<file path="src/rtl/idle_ladder_pkg.sv">
package idle_ladder_pkg;

   localparam int LVL_W = 3;
   localparam int POS_W = 3;

   typedef enum logic [0:0] {ST_IDLE, ST_WAIT} st_t;

   typedef enum logic [2:0] {
      CH_NONE, CH_CLK, CH_FLUSH, CH_SAVE, CH_RESTORE, CH_SLEEP, CH_WAKE
   } ch_t;

   // number of completed ladder actions needed for a level
   function automatic logic [POS_W-1:0] lvl_to_pos(input logic [LVL_W-1:0] l);
      case (l)
         3'd0:    return 3'd0;
         3'd1:    return 3'd1;
         3'd2:    return 3'd2;
         3'd3:    return 3'd4;
         default: return 3'd6;
      endcase
   endfunction

   // deepest level fully reached after a number of actions
   function automatic logic [LVL_W-1:0] pos_to_lvl(input logic [POS_W-1:0] p);
      case (p)
         3'd0:        return 3'd0;
         3'd1:        return 3'd1;
         3'd2, 3'd3:  return 3'd2;
         3'd4, 3'd5:  return 3'd3;
         default:     return 3'd4;
      endcase
   endfunction

endpackage

</file>
<file path="src/rtl/idle_req_clamp.sv">
module idle_req_clamp
   import idle_ladder_pkg::*;
#(
   parameter int MAX_LEVEL = 4
) (
   input  logic [LVL_W-1:0] lvl_i,
   output logic [LVL_W-1:0] lvl_o
);

   localparam logic [LVL_W-1:0] MAX_L = LVL_W'(MAX_LEVEL);

   generate
      if (MAX_LEVEL < 1 || MAX_LEVEL > 4) begin : g_bad_max
         $error("idle_req_clamp: MAX_LEVEL must lie in 1..4");
      end
      if (MAX_LEVEL == (1 << LVL_W) - 1) begin : g_pass
         assign lvl_o = lvl_i;
      end else begin : g_sat
         assign lvl_o = (lvl_i > MAX_L) ? MAX_L : lvl_i;
      end
   endgenerate

endmodule

</file>
<file path="src/rtl/idle_hs_timer.sv">
module idle_hs_timer #(
   parameter int TW     = 8,
   parameter bit TMO_EN = 1'b1
) (
   input  logic          clk,
   input  logic          rst_n,
   input  logic          run,
   input  logic [TW-1:0] limit,
   output logic          expired
);

   generate
      if (TW < 2) begin : g_bad_tw
         $error("idle_hs_timer: TW must be at least 2");
      end
      if (TMO_EN) begin : g_cnt
         logic [TW-1:0] cnt;

         always_ff @(posedge clk or negedge rst_n) begin
            if (!rst_n)            cnt <= '0;
            else if (!run)         cnt <= '0;
            else if (cnt != limit) cnt <= cnt + 1'b1;
         end

         assign expired = run && (cnt == limit);

         p_cnt_clear_r11: assert property (@(posedge clk) disable iff (!rst_n)
            !run |=> (cnt == '0));
      end else begin : g_off
         assign expired = 1'b0;
      end
   endgenerate

endmodule

</file>
<file path="src/rtl/idle_seq_fsm.sv">
module idle_seq_fsm
   import idle_ladder_pkg::*;
#(
   parameter int MAX_LEVEL = 4
) (
   input  logic             clk,
   input  logic             rst_n,
   input  logic             req_valid,
   input  logic [LVL_W-1:0] req_lvl,
   input  logic             wake,
   input  logic             expired,
   input  logic             clk_done,
   input  logic             flush_done,
   input  logic             sv_done,
   input  logic             pg_done,
   output logic             in_wait,
   output logic             halt,
   output logic [1:0]       clk_code,
   output logic             clk_req,
   output logic             flush_req,
   output logic             save_req,
   output logic             restore_req,
   output logic             pg_sleep,
   output logic             pg_wake,
   output logic [LVL_W-1:0] level,
   output logic             busy,
   output logic             err
);

   st_t              st;
   ch_t              ch;
   logic [POS_W-1:0] pos, tgt, tgt_eff;
   logic             wake_pend, wake_any, settled, accept, done_sel;

   assign settled  = (pos == tgt);
   assign wake_any = wake | wake_pend;
   assign accept   = settled && req_valid && !wake_any && (req_lvl != pos_to_lvl(pos));
   assign tgt_eff  = wake_any ? '0 : (accept ? lvl_to_pos(req_lvl) : tgt);

   always_comb begin
      case (ch)
         CH_CLK:                done_sel = clk_done;
         CH_FLUSH:              done_sel = flush_done;
         CH_SAVE, CH_RESTORE:   done_sel = sv_done;
         CH_SLEEP, CH_WAKE:     done_sel = pg_done;
         default:               done_sel = 1'b0;
      endcase
   end

   always_ff @(posedge clk or negedge rst_n) begin
      if (!rst_n) begin
         st <= ST_IDLE; ch <= CH_NONE; pos <= '0; tgt <= '0;
         wake_pend <= 1'b0; err <= 1'b0; halt <= 1'b0; clk_code <= 2'd0;
      end else if (st == ST_IDLE) begin
         tgt       <= tgt_eff;
         wake_pend <= 1'b0;
         if (accept) err <= 1'b0;
         if (pos < tgt_eff) begin
            st <= ST_WAIT;
            case (pos)
               3'd0:    begin halt <= 1'b1; clk_code <= 2'd1; ch <= CH_CLK; end
               3'd1:    begin clk_code <= 2'd2; ch <= CH_CLK; end
               3'd2:    begin clk_code <= 2'd3; ch <= CH_CLK; end
               3'd3:    ch <= CH_FLUSH;
               3'd4:    ch <= CH_SAVE;
               default: ch <= CH_SLEEP;
            endcase
         end else if (pos > tgt_eff) begin
            case (pos)
               3'd6:    begin st <= ST_WAIT; ch <= CH_WAKE; end
               3'd5:    begin st <= ST_WAIT; ch <= CH_RESTORE; end
               3'd4:    pos <= 3'd3;
               3'd3:    begin st <= ST_WAIT; clk_code <= 2'd2; ch <= CH_CLK; end
               3'd2:    begin st <= ST_WAIT; clk_code <= 2'd1; ch <= CH_CLK; end
               default: begin st <= ST_WAIT; clk_code <= 2'd0; ch <= CH_CLK; end
            endcase
         end
      end else begin
         if (wake) wake_pend <= 1'b1;
         if (done_sel) begin
            st <= ST_IDLE;
            ch <= CH_NONE;
            if (pos < tgt) pos <= pos + 1'b1;
            else begin
               pos <= pos - 1'b1;
               if (pos == 3'd1) halt <= 1'b0;
            end
         end else if (expired) begin
            st <= ST_IDLE; ch <= CH_NONE; pos <= '0; tgt <= '0;
            wake_pend <= 1'b0; err <= 1'b1; halt <= 1'b0; clk_code <= 2'd0;
         end
      end
   end

   assign in_wait     = (st == ST_WAIT);
   assign clk_req     = in_wait && (ch == CH_CLK);
   assign flush_req   = in_wait && (ch == CH_FLUSH);
   assign save_req    = in_wait && (ch == CH_SAVE);
   assign restore_req = in_wait && (ch == CH_RESTORE);
   assign pg_sleep    = in_wait && (ch == CH_SLEEP);
   assign pg_wake     = in_wait && (ch == CH_WAKE);
   assign level       = pos_to_lvl(pos);
   assign busy        = in_wait || !settled;

   p_one_req_r6: assert property (@(posedge clk) disable iff (!rst_n)
      $onehot0({clk_req, flush_req, save_req, restore_req, pg_sleep, pg_wake}));

   p_tmo_active_r11: assert property (@(posedge clk) disable iff (!rst_n)
      (in_wait && expired && !done_sel) |=> (err && level == '0 && !halt && clk_code == 2'd0));

   p_slow_halted_r4: assert property (@(posedge clk) disable iff (!rst_n)
      (clk_code != 2'd0) |-> halt);

   p_save_slowest_r2: assert property (@(posedge clk) disable iff (!rst_n)
      save_req |-> (clk_code == 2'd3 && halt));

   p_same_level_r9: assert property (@(posedge clk) disable iff (!rst_n)
      (!in_wait && settled && req_valid && !wake && req_lvl == level) |=> (!in_wait && $stable(level)));

   p_wake_wins_r12: assert property (@(posedge clk) disable iff (!rst_n)
      (!in_wait && wake) |=> (tgt == '0));

   p_sat_r8: assert property (@(posedge clk) disable iff (!rst_n)
      req_valid |-> (req_lvl <= LVL_W'(MAX_LEVEL)));

endmodule

</file>
<file path="src/rtl/idle_ladder_ctrl.sv">
module idle_ladder_ctrl
   import idle_ladder_pkg::*;
#(
   parameter int MAX_LEVEL = 4,
   parameter int TW        = 8,
   parameter bit TMO_EN    = 1'b1
) (
   input  logic             clk,
   input  logic             rst_n,
   input  logic             idle_req_vld,
   input  logic [LVL_W-1:0] idle_req_lvl,
   input  logic             wake_evt,
   input  logic [TW-1:0]    hs_limit,
   output logic             clk_halt,
   output logic [1:0]       clk_code,
   output logic             clk_req,
   input  logic             clk_done,
   output logic             volt_low,
   output logic             flush_req,
   input  logic             flush_done,
   output logic             save_req,
   output logic             restore_req,
   input  logic             save_done,
   output logic             pg_sleep_req,
   output logic             pg_wake_req,
   input  logic             pg_done,
   output logic [LVL_W-1:0] cur_level,
   output logic             busy,
   output logic             hs_error
);

   logic [LVL_W-1:0] lvl_sat;
   logic             in_wait, expired;

   idle_req_clamp #(.MAX_LEVEL(MAX_LEVEL)) u_clamp (
      .lvl_i (idle_req_lvl),
      .lvl_o (lvl_sat)
   );

   idle_hs_timer #(.TW(TW), .TMO_EN(TMO_EN)) u_timer (
      .clk     (clk),
      .rst_n   (rst_n),
      .run     (in_wait),
      .limit   (hs_limit),
      .expired (expired)
   );

   idle_seq_fsm #(.MAX_LEVEL(MAX_LEVEL)) u_fsm (
      .clk         (clk),
      .rst_n       (rst_n),
      .req_valid   (idle_req_vld),
      .req_lvl     (lvl_sat),
      .wake        (wake_evt),
      .expired     (expired),
      .clk_done    (clk_done),
      .flush_done  (flush_done),
      .sv_done     (save_done),
      .pg_done     (pg_done),
      .in_wait     (in_wait),
      .halt        (clk_halt),
      .clk_code    (clk_code),
      .clk_req     (clk_req),
      .flush_req   (flush_req),
      .save_req    (save_req),
      .restore_req (restore_req),
      .pg_sleep    (pg_sleep_req),
      .pg_wake     (pg_wake_req),
      .level       (cur_level),
      .busy        (busy),
      .err         (hs_error)
   );

   // rail follows frequency: any reduced clock runs on the low rail
   assign volt_low = (clk_code != 2'd0);

   p_rail_r5: assert property (@(posedge clk) disable iff (!rst_n)
      (cur_level == '0 && !busy) |-> !volt_low);

endmodule

</file>
<file path="config.mk">
export PLATFORM = sky130hd
export DESIGN_NAME = idle_ladder_ctrl
export DESIGN_NICKNAME = d
export VERILOG_FILES = /design/src/rtl/idle_ladder_pkg.sv /design/src/rtl/idle_req_clamp.sv /design/src/rtl/idle_hs_timer.sv /design/src/rtl/idle_seq_fsm.sv /design/src/rtl/idle_ladder_ctrl.sv
export SDC_FILE = /design/constraint.sdc
export NUM_CORES = 1
export LEC_CHECK = 0
export BUFFER_PORTS_ARGS = -buffer_cell sky130_fd_sc_hd__buf_4
export CORE_MARGIN = 8
export CORE_UTILIZATION = 23
export DETAILED_ROUTE_END_ITERATION = 8
export PLACE_DENSITY_LB_ADDON = 0.15
export SYNTH_ARGS = -nofsm -noshare
export SYNTH_HDL_FRONTEND = slang
export SYNTH_SLANG_ARGS = --single-unit
</file>
<file path="constraint.sdc">
create_clock -name clk -period 4.1 [get_ports clk]
set_input_delay 1.23 -clock clk [delete_from_list [all_inputs] [get_ports clk]]
set_output_delay 1.23 -clock clk [all_outputs]
set_load 0.01 [all_outputs]
</file>
; ---- Yosys cells after proc, flatten, opt, wreduce, memory -nomap -nowiden
; Cells that the tools add are included.
[word_totals]
output_inout_bits = 15
register_bits = 23
[op_classes]
n_reduce_logical = 34
add_sub_neg = 3
n_lt_le_gt_ge = 4
bitwise = 1
muxes = 51
n_eq_ne = 29
[ops]
columns = operator, n
row1 = $mux W3, 16
row2 = $pmux W3 S4, 2
row3 = $mux W1, 21
row4 = $eq A3 B2 Y1 const B, 6
row5 = $eq A3 B3 Y1 const B, 6
row6 = $pmux W3 S3, 2
row7 = $mux W8, 2
row8 = $pmux W2 S3, 2
row9 = $reduce_bool A2 Y1, 6
row10 = $logic_and A1 B1 Y1, 10
row11 = $mux W2, 5
row12 = $reduce_and A5 Y1, 2
row13 = $eq A3 B1 Y1 const B, 3
row14 = $ne A3 B3 Y1 const B, 3
row15 = $add A8 B1 Y8 const B, 1
row16 = $eq A8 B8 Y1, 1
row17 = $ne A8 B8 Y1, 1
row18 = $reduce_or A2 Y1, 4
row19 = $logic_not A3 Y1, 2
row20 = $lt A3 B3 Y1, 2
row21 = $ne A2 B2 Y1 const B, 3
row22 = $ne A3 B1 Y1 const B, 2
row23 = $reduce_and A3 Y1, 2
row24 = $reduce_or A3 Y1, 2
row25 = 15 further kinds, 16

; ---- Logic depth before layout (Yosys ltp)
; Gate-level depths: netlist (run 1).
[depth]
depth_word = 11
mapped_depth = 17

; ---- Cells and area by module
; From an unflattened synthesis (run 1), not the netlist that was laid out.
[hier_totals]
cells_unflattened = 248
hier_area_um2 = 2125.8
[modules_own_cells]
columns = module, seq_area_each_um2, area_per_inst_um2, n_inst, cells_each
row1 = idle_seq_fsm, 375.4, 1530.2, 1, 180
row2 = idle_hs_timer, 200.2, 573.0, 1, 64
row3 = idle_req_clamp, 0.0, 16.3, 1, 3
row4 = idle_ladder_ctrl, 0.0, 6.3, 1, 1

; ---- Least setup slack after synthesis (run 1)
; Ideal clock, no wire load.
[synth_path]
path_kind = input port to flip-flop
from = input wake_evt
to = register u_fsm.clk_code[0]
slack_ns = 0.529
path_stages = 12
arrival_time_ns = 3.450
required_ns = 3.979
path_cell_list = nor2_1 -> and3_1 -> nor2b_1 -> o21ai_0 -> o211ai_1 -> ha_1 -> nor2b_1 -> o21a_1 -> o21ba_2 -> a311o_1 -> a22o_1 -> a22o_1
[synth_via]
elab_chain_len = 9
[synth_lines]
columns = element, line_no
row1 = from (decl), idle_ladder_ctrl.sv:12  ; input logic wake_evt,
row2 = $or A1 B1 Y1 (*), idle_seq_fsm.sv:36  ; assign wake_any = wake | wake_pend;
row3 = $logic_not A1 Y1, idle_seq_fsm.sv:37  ; assign accept = settled && req_valid && !wake_any && (req_lvl != pos_to_lvl(pos));
row4 = $logic_and A1 B1 Y1 (2 in series), idle_seq_fsm.sv:37
row5 = $mux W3, idle_seq_fsm.sv:38  ; assign tgt_eff = wake_any ? '0 : (accept ? lvl_to_pos(req_lvl) : tgt);
row6 = $mux W3 (*), idle_seq_fsm.sv:38
row7 = $lt A3 B3 Y1 or $gt A3 B3 Y1 (tied branches), "idle_seq_fsm.sv:58, idle_seq_fsm.sv:68"
row8 = $ne A5 B4 Y1 (no source line) (tied with other cells), -
row9 = $reduce_and A5 Y1 (no source line) or $mux W2 (tied branches), -
row10 = to (signal assigned), idle_seq_fsm.sv:61  ; 3'd0: begin halt <= 1'b1; clk_code <= 2'd1; ch <= CH_CLK; end
row11 = to (signal assigned), idle_seq_fsm.sv:62  ; 3'd1: begin clk_code <= 2'd2; ch <= CH_CLK; end
row12 = to (signal assigned), idle_seq_fsm.sv:63  ; 3'd2: begin clk_code <= 2'd3; ch <= CH_CLK; end
row13 = to (decl), idle_seq_fsm.sv:18  ; output logic [1:0] clk_code,
; Every way passes the cells marked *; elsewhere a longest branch is shown, timed or not.
; A chain may end at the register's enable or synchronous reset.

; ---- Worst setup path in the final report (run 1)
[layout_path]
from = register u_fsm.pos[1]
to = register u_fsm.clk_code[0]
[layout_via]
elab_chain_len = 10
[layout_lines]
columns = element, line_no
row1 = from (decl), idle_seq_fsm.sv:32  ; logic [POS_W-1:0] pos, tgt, tgt_eff;
row2 = from (signal assigned), idle_seq_fsm.sv:83  ; if (pos < tgt) pos <= pos + 1'b1;
row3 = from (signal assigned), idle_seq_fsm.sv:85  ; pos <= pos - 1'b1;
row4 = $eq A3 B3 Y1 (tied with other cells), "idle_ladder_pkg.sv:25, idle_seq_fsm.sv:69"
row5 = $reduce_or A2 Y1, idle_ladder_pkg.sv:25  ; case (p)
row6 = $pmux W3 S4, idle_ladder_pkg.sv:25
row7 = $ne A3 B3 Y1, idle_seq_fsm.sv:37
row8 = $logic_and A1 B1 Y1, idle_seq_fsm.sv:37
row9 = $mux W3 (2 in series), idle_seq_fsm.sv:38
row10 = $lt A3 B3 Y1 or $gt A3 B3 Y1 (tied branches), "idle_seq_fsm.sv:58, idle_seq_fsm.sv:68"
row11 = $ne A5 B4 Y1 (no source line) (tied with other cells), -
row12 = $reduce_and A5 Y1 (no source line) or $mux W2 (tied branches), -
; Parallel ways exist; a longest one is shown, timed or not. The select of a mux whose other input is x is not followed.

==> results of run 1 <==
[per-layer routing]
layer	share of wire [%]	track usage [%]	up-vias	routed length [um]
met1	48	12.1	805	2460
li1	-	-	844	-
met5	0	0	-	0
met4	1.1	2.61	0	54
met3	3.6	1.98	4	183
met2	47	14.7	22	2410
[worst max-delay path, delay by kind of cell (launching register included)]
kind	cells	cell delay, ns
AO/OA/AOI/OAI	7	1.81
adder cells (fa/ha/maj)	3	0.83
flip-flops	1	0.47
multiplexers	1	0.18
AND/OR/NAND/NOR	2	0.44
[cell usage after synthesis (2+ instances only)]
| master | instances | share of area, % |
|---|---|---|
| xnor2_1 | 2 | 0.92 |
| a22o_1 | 5 | 2.3 |
| buf_2 | 3 | 0.79 |
| ha_1 | 13 | 8.6 |
| clkbuf_1 | 3 | 0.59 |
| nand3_1 | 7 | 1.8 |
| o21ai_1 | 4 | 1.1 |
| nand4_1 | 2 | 0.66 |
| dfrtp_1 | 23 | 30 |
| o211ai_1 | 6 | 2.4 |
| a21oi_1 | 7 | 1.8 |
| nand2b_1 | 5 | 1.6 |
| and2_1 | 5 | 1.6 |
| nor4_4 | 2 | 2.2 |
| or3_1 | 2 | 0.66 |
| xor2_1 | 15 | 6.9 |
| nor2b_1 | 6 | 2.0 |
| and3_1 | 6 | 2.0 |
| mux2i_1 | 6 | 3.2 |
| nand2_1 | 16 | 3.2 |
| or2_1 | 2 | 0.66 |
| nor3_1 | 5 | 1.3 |
| o21ai_0 | 12 | 3.2 |
| o21a_1 | 3 | 1.2 |
| a221oi_1 | 2 | 0.92 |
| nor2_1 | 16 | 3.2 |
| inv_1 | 11 | 2.2 |
[through the flow]
stage | instances | instance area, um^2 | hold slack [ns] | setup slack [ns] | utilization (%)
6_report | 355 | 2320 | 0.535 | 0.263 | 28.5
5_1_grt | 355 | 2320 | 0.575 | 0.0154 | 28.5
4_1_cts | 355 | 2320 | 0.539 | 0.259 | 28.5
3_5_place_dp | 351 | 2270 | 0.521 | 0.142 | 27.9
3_3_place_gp | 351 | 2270 | 0.518 | 0.169 | 27.9
2_1_floorplan | 216 | 1900 | 0.529 | 0.529 | -
[worst max path at each step]
stage | end | slack, ns | depth (start not counted)
after floorplan | u_fsm.clk_code[0]$_DFFE_PN0P_ | 0.53 | 12
after global placement | u_fsm.clk_code[0]$_DFFE_PN0P_ | 0.17 | 13
after detailed placement | u_fsm.clk_code[0]$_DFFE_PN0P_ | 0.14 | 13
after CTS | u_fsm.clk_code[0]$_DFFE_PN0P_ | 0.26 | 13
after global routing | u_fsm.ch[1]$_DFFE_PN0P_ | 0.02 | 14
final | u_fsm.clk_code[0]$_DFFE_PN0P_ | 0.26 | 13
[report_power, final]
| part | leakage [uW] | internal, uW | switching, uW |
|---|---|---|---|
| Sequential | 0.000294 | 291 | 83.2 |
| Clock | 0.0000228 | 69.3 | 71.0 |
| Combinational | 0.000750 | 416 | 554 |
[registers in the layout, summed over array words and instances (netlist names)]
name	cells
u_fsm.ch	3
u_fsm.clk_code	2
u_fsm.err	1
u_fsm.halt	1
u_fsm.in_wait	1
u_fsm.pos	3
u_fsm.tgt	3
u_fsm.wake_pend	1
u_timer.g_cnt.cnt	8
[repair_timing]
item / 4_1_cts / 5_1_grt
endpoints found under the setup margin: 0 / 4
buffers inserted: 0 / 0
gates resized for setup: 0 / 1
[cells by family (layout without fill, tap and decap cells)]
group / Yosys count / in the layout
simple gates: 83 / 83
xor+xnor: 17 / 17
mux: 6 / 6
fa+ha+maj: 13 / 13
flops: 23 / 23
buf+inv: 19 / 53
compound gates: 55 / 55
[final cells by class]
cell class / count / area [um^2] / share of cell area [%]
Sequential cell: 23 / 576 / 24.8
Timing Repair Buffer: 37 / 278 / 12.0
Multi-Input combinational cell: 174 / 1250 / 53.7
Tap cell: 105 / 131 / 5.66
Inverter: 12 / 45.0 / 1.94
Clock buffer: 4 / 45.0 / 1.94
==> summary.txt, run 1 <==
Floorplanning
  • Initial core utilization: about a quarter
  • Die Ht: roughly 110 um
  • IO Pins: 34
  • # rows: 33
  • Core Region: roughly 8100 um^2
  • Die Width: between 100 and 150 um
  • Die Area: ~11,000 um^2

STA
  • Setup violators final: 0
  • Fmax: around 0.26 GHz
  • Max-slew violations: 0
  • Setup TNS: 0 ns
  • Least-Margin Pin Slew: about 0.44 ns
  • Count of final hold-check violations: 0
  • Max-slew headroom at the worst pin: a little over two thirds
  • RSZ-0062 raised after global routing: no
  • Final min period: roughly 3.8 ns
  • Tcrit/Tclk final: approximately 94%
  • Clock skew: 0.00494 ns

Final layout
  • Most common cell after layout, fill and taps aside: buf_4
  • Layout cell share with drive strength beyond 1: between 20% and 30%
  • Ant diodes: 0
  • FILL cells: 862
  • Commonest non-fill, non-tap cells in the layout: buf_4, dfrtp_1, nor2_1, nand2_1, xor2_1
  • Nets: roughly 280
  • Area Growth Syn to Fin: 22.1%

Hold path
  • HP Class: register to register
  • Hold path depth: 1
  • Worst Hold Endpoint: u_fsm.clk_code[1]$_DFFE_PN0P_
  • HP Start: u_fsm.clk_code[1]$_DFFE_PN0P_

Run
  • Max-Cap Viols: 0

Logic synthesis
  • Synth Area in Simple Gates: 25.0%
  • Syn avg cell area: 8.80 um^2
  • Post-synth top flop: dfrtp_1
  • Post-synthesis compound-gate area fraction: a little over a fifth
  • Cell count after synthesis: around 220
  • YS warnings: 0
  • FF+latch count, synth: 23
  • Largest family of logic cells by synthesized area: simple AND/OR/NAND/NOR gates
  • FFs w/ async S/R, synth: between 90% and 100%
  • Distinct cell type count after synthesis: between 50 and 60
  • Syn nets: 248
  • Post-Synth Adder-Cell Area: between 8 and 9%
  • Xor/xnor cell area share of the yosys netlist: 7.83%
  • Post-synth EDFFs: 0
  • Post-Syn Area: ~1900 um^2
  • Post-synthesis sequential area ratio: a little under a third
  • Mux contribution to synthesized area: ~3.2%

Critical path
  • Max FO, Critical Path: 7
  • Most numerous cell on the critical path: ha_1
  • Reg2reg end: u_fsm.clk_code[0]$_DFFE_PN0P_
  • Crit-path max cell delay: 0.47 ns
  • Critical Path, Cell by Cell: ha_1 > ha_1 > nor4_2 > mux2i_1 > o311a_4 > o211ai_1 > ha_1 > nor2b_1 > o21a_1 > o21ba_2 > a311o_1 > a22o_1 > a22o_1
  • Kind of critical path: register to register
  • Crit path from: u_fsm.pos[1]$_DFFE_PN0P_
  • CP endpoint kind: register
  • Worst setup SP type: register
  • Worst Reg-to-Reg Cells: 13
  • Reg2Reg Setup Slack: 0.26 ns
  • CP max-delay cell: dfrtp_1
  • Crit path DAT: about 4.0 ns
  • Worst R2R Start: u_fsm.pos[1]$_DFFE_PN0P_
  • Worst EP required: 4.26 ns

Clock network
  • Root buf cell: clkbuf_8
  • CTS H-Tree Depth: 1
  • TritonCTS clock tree: done
  • CTS sink count: 23
  • TritonCTS buffer count: 3
  • Clk buf depth: 2
  • Reg clk slew, reported paths: roughly 0.080 ns
  • Worst-Skew Late Latency: approximately 0.26 ns
  • Cts hold-fix bufs: 0

Placed design
  • Post-DP HPWL: about 4.0 mm
  • Placer Congestion: about 0.84
  • PortBufs: 33

Global routing
  • Total gr overflow: 0
  • Global-route wire length before repair: 8.71 mm
  • All-Layer GR Usage: 9.18%
  • Vias in the first global route: approximately 1,800
  • Initial antenna violation count: 0
  • Largest net degree at the start of global routing: 30

Power and ir drop
  • VDD IR max: 0.150 mV
  • Leak: around 0.0011 uW
  • Final Total Pwr: between 1000 and 1500 uW
  • Pwr Density: between 600 and 700 nW/um^2

Detailed routing
  • 1st-iter DRT viols: 63
  • Wire per inst: 14.4 um
  • Vias: about 1,700
  • Via density: 4.72
  • DRC Markers: 0
  • Post-route ant nets: 0
  • WL final: roughly 5.1 mm
  • DRT Pass-1 Iters: 4

Status
  • Status: complete, no violations
No activity file was read; power rests on OpenSTA's default activity.
==> inputs of run 2 (changes only) <==
--- a/config.mk
+++ b/config.mk
@@ -5,9 +5,10 @@
 export SDC_FILE = /design/constraint.sdc
 export NUM_CORES = 1
 export LEC_CHECK = 0
-export BUFFER_PORTS_ARGS = -buffer_cell sky130_fd_sc_hd__buf_4
+export BUFFER_PORTS_ARGS = -buffer_cell sky130_fd_sc_hd__buf_2
 export CORE_MARGIN = 8
 export CORE_UTILIZATION = 23
+export CTS_CLUSTER_DIAMETER = 150
 export DETAILED_ROUTE_END_ITERATION = 8
 export PLACE_DENSITY_LB_ADDON = 0.15
 export SYNTH_ARGS = -nofsm -noshare
==> constraint.sdc (replaced) <==
create_clock -name clk -period 3.25 [get_ports clk]
set_input_delay 0.975 -clock clk [delete_from_list [all_inputs] [get_ports clk]]
set_output_delay 0.975 -clock clk [all_outputs]
set_load 0.01 [all_outputs]
==> run 2 against run 1 <==
The run now ends with setup timing left. Power increased by 64%. Critical path type unchanged. Register-to-register slack got worse by 0.38 ns. Sequential power increased by 33%. Global-route usage increased by 0.75 points. Non-clock buffer count increased by 47. Largest power group unchanged.
==> summary.txt, run 2 (same netlist as run 1, synthesis figures left out) <==
Status
  • Status: finished, violations left
  • Failing checks: setup timing

Floorplanning
  • IO Pins: 34
  • Die Area: ~11,000 um^2
  • Die Ht: 107 um
  • # rows: 33
  • Die Width: roughly 110 um
  • Initial core utilization: a little under a quarter
  • Core Region: roughly 8000 um^2

STA
  • Tcrit/Tclk final: 104%
  • Max-slew violations: 0
  • Max-slew headroom at the worst pin: between 60% and 70%
  • Setup TNS: -0.237 ns
  • RSZ-0062 raised after global routing: yes
  • Count of final hold-check violations: 0
  • Fmax: just under 0.3 GHz
  • Final min period: between 3 and 4 ns
  • Least-Margin Pin Slew: around 0.6 ns
  • Clock skew: 0.00921 ns
  • Final worst slack: -0.116 ns
  • Setup violators final: 4

Power and ir drop
  • Final Total Pwr: around 2400 uW
  • Pwr Density: 876 nW/um^2
  • VDD IR max: roughly 0.22 mV
  • Leak: 0.00130 uW

Detailed routing
  • Via density: ~4.6
  • Post-route ant nets: 0
  • DRC Markers: 0
  • WL final: around 5.5 mm
  • Vias: about 1,800
  • Wire per inst: around 14 um
  • DRT Pass-1 Iters: 4
  • 1st-iter DRT viols: 67

Critical path
  • Kind of critical path: register to register
  • Max FO, Critical Path: 5
  • Crit path DAT: around 3.5 ns
  • Reg2Reg Setup Slack: -0.12 ns
  • Worst EP required: between 3 and 4 ns
  • Most numerous cell on the critical path: a22o_1
  • Critical Path, Cell by Cell: inv_2 > ha_4 > nor2_4 > nor4_4 > mux2i_1 > o311a_4 > buf_4 > o211ai_1 > ha_1 > o21a_4 > o21ba_4 > a311o_1 > a22o_1 > a22o_1
  • CP max-delay cell: dfrtp_1
  • CP endpoint kind: register
  • Worst Reg-to-Reg Cells: 14
  • Reg2reg end: u_fsm.clk_code[0]$_DFFE_PN0P_
  • Crit path depth: 14
  • Crit-path max cell delay: between 0.4 and 0.5 ns
  • Crit-path leading delay family: compound AO/OA/AOI/OAI gates
  • WP buf/inv: 2
  • Worst R2R Start: u_fsm.pos[1]$_DFFE_PN0P_
  • Worst setup SP type: register

Global routing
  • Total gr overflow: 0
  • Largest net degree at the start of global routing: 24
  • Vias in the first global route: about 1,900
  • Initial antenna violation count: 0
  • Global-route wire length before repair: 9.24 mm
  • All-Layer GR Usage: 9.93%

Clock network
  • Worst-Skew Late Latency: 0.27 ns
  • CTS H-Tree Depth: 1
  • TritonCTS clock tree: done
  • Root buf cell: clkbuf_8
  • Reg clk slew, reported paths: 0.08 ns
  • Cts hold-fix bufs: 0
  • CTS sink count: 23
  • TritonCTS buffer count: 3
  • Clk buf depth: 2

Hold path
  • HP Class: register to register
  • Worst Hold Endpoint: u_fsm.clk_code[1]$_DFFE_PN0P_
  • HP Start: u_fsm.clk_code[1]$_DFFE_PN0P_
  • Hold path depth: 1

Placed design
  • Placer Congestion: roughly 0.77
  • Post-DP HPWL: 4.35 mm
  • PortBufs: 33
  • Cell count after placement: approximately 390

Final layout
  • Area Growth Syn to Fin: 46.5%
  • Seq. cell area: ~580 um^2
  • Commonest non-fill, non-tap cells in the layout: buf_4, buf_2, dfrtp_1
  • Ant diodes: 0
  • Most common cell after layout, fill and taps aside: buf_4
  • Max reg flops: 8
  • Nets: 330
  • Layout Cells excl Fill: between 400 and 500
  • FILL cells: ~860
  • Area of the multi-input gates: between 1000 and 1500 um^2
  • Layout cell share with drive strength beyond 1: a little over two fifths
  • Most flops, register: u_timer.g_cnt.cnt

Run
  • Max-Cap Viols: 0
-- run 2: changes by cell type in the layout (fill, tap and decap cells not counted), moves of 3 or more --
cell / change
buf_2: +33
ha_4: +3
ha_1: -5
buf_6: +3
buf_4: +11
-- run 2: final cells by class --
| type | instances | area share, % |
|---|---|---|
| Multi-Input combinational cell | 174 | 51.1 |
| Sequential cell | 23 | 20.7 |
| Timing Repair Buffer | 84 | 20.1 |
| Tap cell | 105 | 4.72 |
| Inverter | 12 | 1.71 |
| Clock buffer | 4 | 1.62 |
-- run 2: per-layer routing --
metal / wire [um] / global-route usage [%] / up-vias
met5: 0 / 0 / -
met4: 65 / 2.11 / 0
met3: 170 / 2.04 / 4
met2: 2680 / 16.7 / 24
met1: 2590 / 12.7 / 867
li1: - / - / 947
-- run 2: timing repair --
action / in CTS / in global routing
resized for setup: 13 / 9
setup buffers: 8 / 4
setup endpoints to repair: 10 / 10
pin swaps: 11 / 7
-- run 2: worst max-delay path by stage --
| stage | to | start |
|---|---|---|
| after floorplan | u_fsm.clk_code[0]$_DFFE_PN0P_ | u_fsm.pos[1]$_DFFE_PN0P_ |
| after global placement | u_fsm.ch[0]$_DFFE_PN0P_ | idle_req_lvl[1] |
| after detailed placement | u_fsm.ch[1]$_DFFE_PN0P_ | idle_req_lvl[1] |
| after CTS | u_fsm.clk_code[0]$_DFFE_PN0P_ | u_fsm.pos[0]$_DFFE_PN0P_ |
| after global routing | u_fsm.clk_code[0]$_DFFE_PN0P_ | u_fsm.pos[1]$_DFFE_PN0P_ |
| final | u_fsm.clk_code[0]$_DFFE_PN0P_ | u_fsm.pos[1]$_DFFE_PN0P_ |
-- run 2: where the power goes --
part	internal (uW)	switching [uW]
Combinational	903	850
Sequential	368	130
Clock	87.7	99.2
-- run 2: worst reg2reg max path, cell delays in order (launching register included) --
cell      delay [ns]
dfrtp_1         0.44
inv_2           0.13
ha_4            0.16
nor2_4          0.05
nor4_4          0.27
mux2i_1         0.15
o311a_4         0.34
buf_4           0.16
o211ai_1        0.21
ha_1            0.30
o21a_4          0.14
o21ba_4         0.19
a311o_1         0.29
a22o_1          0.20
a22o_1          0.22
-- run 2: metrics by stage --
stage	setup WS, ns	hold WS (ns)	utilization, %	area (um^2)
CTS	-0.141	0.534	33.3	2710
global route	-0.344	0.563	34.2	2780
detailed placement	-0.328	0.514	31.3	2540
global placement	-0.289	0.503	31.3	2540
floorplan	-0.0937	0.529	-	2010
finish	-0.116	0.523	34.2	2780
==> inputs of run 3 (changes only) <==
--- a/config.mk
+++ b/config.mk
@@ -7,10 +7,12 @@
 export LEC_CHECK = 0
 export BUFFER_PORTS_ARGS = -buffer_cell sky130_fd_sc_hd__buf_2
 export CORE_MARGIN = 8
-export CORE_UTILIZATION = 23
+export CORE_UTILIZATION = 25
 export CTS_CLUSTER_DIAMETER = 150
 export DETAILED_ROUTE_END_ITERATION = 8
+export GPL_TIMING_DRIVEN = 0
 export PLACE_DENSITY_LB_ADDON = 0.15
 export SYNTH_ARGS = -nofsm -noshare
 export SYNTH_HDL_FRONTEND = slang
+export SYNTH_HIERARCHICAL = 1
 export SYNTH_SLANG_ARGS = --single-unit
==> run 3 against run 2 <==
The flow still finishes with violations (setup timing). Final cell count shrank 1.0%. Utilization down 0.82 points. Critical path depth shrank 2. Die area is 2.5% higher. Sequential cell count unchanged. Synthesized cell count up 15%. Worst hold slack got worse by 0.017 ns. Sequential power shrank 4%. Area after synthesis up 12%. Highest routed layer unchanged.
==> summary.txt, run 3 <==
Status
  • Status: finished, violations left
  • Failing checks: setup timing

Clock network
  • Root buf cell: clkbuf_8
  • Worst-Skew Late Latency: 0.27 ns
  • Reg clk slew, reported paths: 0.10 ns
  • CTS H-Tree Depth: 1
  • TritonCTS clock tree: done
  • Clk buf depth: 2
  • TritonCTS buffer count: 3
  • CTS sink count: 23

Power and ir drop
  • VDD IR max: between 0.3 and 0.4 mV
  • Reg power frac: 20.6%
  • Pwr Density: roughly 850 nW/um^2
  • Pint: 1200 uW
  • Leak: about 0.0011 uW
  • Net Sw Frac: between 40 and 50%
  • Switch Pwr: around 1100 uW
  • Clk pwr share: 8.2%
  • Logic gate share of total power: about 70%

Logic synthesis
  • Post-synth EDFFs: 0
  • Synth top area cells: dfrtp_1, ha_1, nand2_1, xnor2_1, mux2i_1
  • Post-Syn Area: 2130 um^2
  • Synth top cells by count: nand2_1, dfrtp_1, ha_1
  • Synth area leader: dfrtp_1
  • FF+latch count, synth: 23
  • Share of the synthesized area in the top cell type: a little over a quarter
  • Post-synthesis sequential area ratio: 27.1%
  • FFs w/ async S/R, synth: 100%
  • Top-count cell post-synth: nand2_1
  • Distinct cell type count after synthesis: 58
  • Post-synth top flop: dfrtp_1
  • Syn avg cell area: about 8.6 um^2
  • Cell count after synthesis: between 200 and 250
  • YS warnings: 6
  • Syn nets: ~280

Final layout
  • Commonest non-fill, non-tap cells in the layout: buf_2, nand2_1, dfrtp_1
  • Ant diodes: 0
  • Layout cell share with drive strength beyond 1: between 30% and 40%
  • Most flops, register: u_timer/g_cnt.cnt
  • Util after Layout: between 30 and 40%
  • Most common cell after layout, fill and taps aside: buf_2
  • Nets: between 300 and 400
  • Max reg flops: 8
  • Area Growth Syn to Fin: 29.1%

Global routing
  • Initial antenna violation count: 0
  • Global-route wire length before repair: a little under 10 mm
  • Vias in the first global route: 1,941
  • All-Layer GR Usage: between 10 and 15%
  • Largest net degree at the start of global routing: 24
  • Total gr overflow: 0

Run
  • Max-Cap Viols: 0

Detailed routing
  • Via density: about 5.0
  • 1st-iter DRT viols: 94
  • Vias: around 2,000
  • WL final: around 5.9 mm
  • DRT Pass-1 Iters: 4
  • DRC Markers: 0
  • Post-route ant nets: 0
  • Wire per inst: approximately 15 um

STA
  • Final worst slack: -0.0960 ns
  • Max-slew violations: 0
  • Setup violators final: 2
  • Final min period: around 3.3 ns
  • Max-slew headroom at the worst pin: between 50% and 60%
  • Tcrit/Tclk final: 103%
  • Clock skew: between 0.01 and 0.015 ns
  • Hold slack: a little over 0.5 ns
  • RSZ-0062 raised after global routing: yes
  • Least-Margin Pin Slew: ~0.72 ns
  • Fmax: between 0.2 and 0.3 GHz
  • Count of final hold-check violations: 0

Hold path
  • HP Class: register to register
  • Hold path depth: 2

Critical path
  • Max FO, Critical Path: 6
  • CP endpoint kind: register
  • Crit-path max cell delay: between 0.3 and 0.4 ns
  • Kind of critical path: primary input to register
  • CP max-delay cell: a2111o_1
  • Worst EP required: about 3.5 ns
  • Most numerous cell on the critical path: a2111o_1
  • Worst setup SP type: primary input
  • Critical Path, Cell by Cell: buf_6 > clkbuf_8 > xor2_4 > a211o_1 > or3b_4 > nand2_2 > a2111o_1 > ha_4 > o21a_4 > or3_1 > a2111o_1 > o211ai_1
  • Worst Reg-to-Reg Cells: 11
  • Crit path DAT: approximately 3.5 ns

Floorplanning
  • Die Ht: approximately 110 um
  • Initial core utilization: between 20% and 30%
  • # rows: 33
  • Core Region: a little over 8000 um^2
  • Die Area: 11,700 um^2
  • Die Width: between 100 and 150 um
  • IO Pins: 34

Placed design
  • Placer Congestion: a little over 0.8
  • PortBufs: 33
  • Post-DP HPWL: about 4.6 mm
-- run 3: worst paths after layout --
| kind | slack, ns | to | from |
|---|---|---|---|
| worst max-delay path | -0.1 | u_fsm/ch[2]$_DFFE_PN0P_ | idle_req_lvl[2] |
| worst min-delay path | 0.51 | u_fsm/tgt[2]$_DFFE_PN0P_ | u_fsm/tgt[2]$_DFFE_PN0P_ |
| worst max register to register | -0.03 | u_fsm/ch[2]$_DFFE_PN0P_ | u_fsm/pos[2]$_DFFE_PN0P_ |
| worst min register to register | 0.51 | u_fsm/tgt[2]$_DFFE_PN0P_ | u_fsm/tgt[2]$_DFFE_PN0P_ |
| max in group asynchronous | 2.15 | u_fsm/pos[2]$_DFFE_PN0P_ | rst_n |
| min in group asynchronous | 0.69 | u_fsm/clk_code[0]$_DFFE_PN0P_ | rst_n |
-- run 3: final cells by class --
class	count	area, um^2
Sequential cell	23	578
Tap cell	105	131
Fill cell	868	5470
Inverter	14	56.3
Multi-Input combinational cell	202	1630
Buffer	9	62.6
Clock inverter	1	5.00
Clock buffer	3	41.3
Timing Repair Buffer	41	238
-- run 3: per-layer routing --
metal	GRT usage [%]	vias to the layer above	part of all wire, %
met1	13.4	936	49
met5	0	-	0
met3	1.67	2	4.0
li1	-	1001	-
met2	16.7	32	46
met4	2.68	0	0.80
-- run 3: critical path: cells and delay by family --
kind	cells	cell delay, ns
AO/OA/AOI/OAI	5	1.27
XOR/XNOR	1	0.15
adder cells (fa/ha/maj)	1	0.26
buffers and inverters	2	0.25
AND/OR/NAND/NOR	3	0.63
-- run 3: power by group through the flow --
stage	Combinational (uW)	Sequential [uW]	Clock, uW
floorplan	1080	462	0
global placement	1420	494	0
detailed placement	1410	492	0
CTS	1570	477	200
global route	1810	499	211
finish	1650	480	191
-- run 3: kinds of logic (layout without fill, tap and decap cells) --
logic type                 count (synthesis)  in the layout  synth area share (%)
muxes                                     11             11                  5.41
AOI/OAI and AO/OA                         61             61                  22.5
and+or+nand+nor                          101            101                  25.3
xor gates and xnor gates                  13             13                  5.36
adders and majority gates                 16             16                  9.42
DFF                                       23             23                  27.1
buffers and inverters                     23             68                  4.94
-- run 3: timing repair --
action                     4_1_cts  5_1_grt
hold buffers                     0        0
resized for setup               24       18
pin swaps                        4        5
setup endpoints to repair        9        9
setup buffers                    6        2
-- run 3: metrics by stage --
step / setup WS (ns) / cells / TNS [ns] / area [um^2] / power (uW)
final: -0.0960 / 398 / -0.117 / 2750 / 2330
after global routing: -0.181 / 398 / -0.525 / 2750 / 2520
after CTS: -0.0961 / 396 / -0.295 / 2660 / 2240
after detailed placement: -0.671 / 386 / -4.76 / 2460 / 1900
after global placement: -0.694 / 386 / -4.81 / 2460 / 1910
after floorplan: -0.156 / 248 / -0.541 / 2160 / 1540
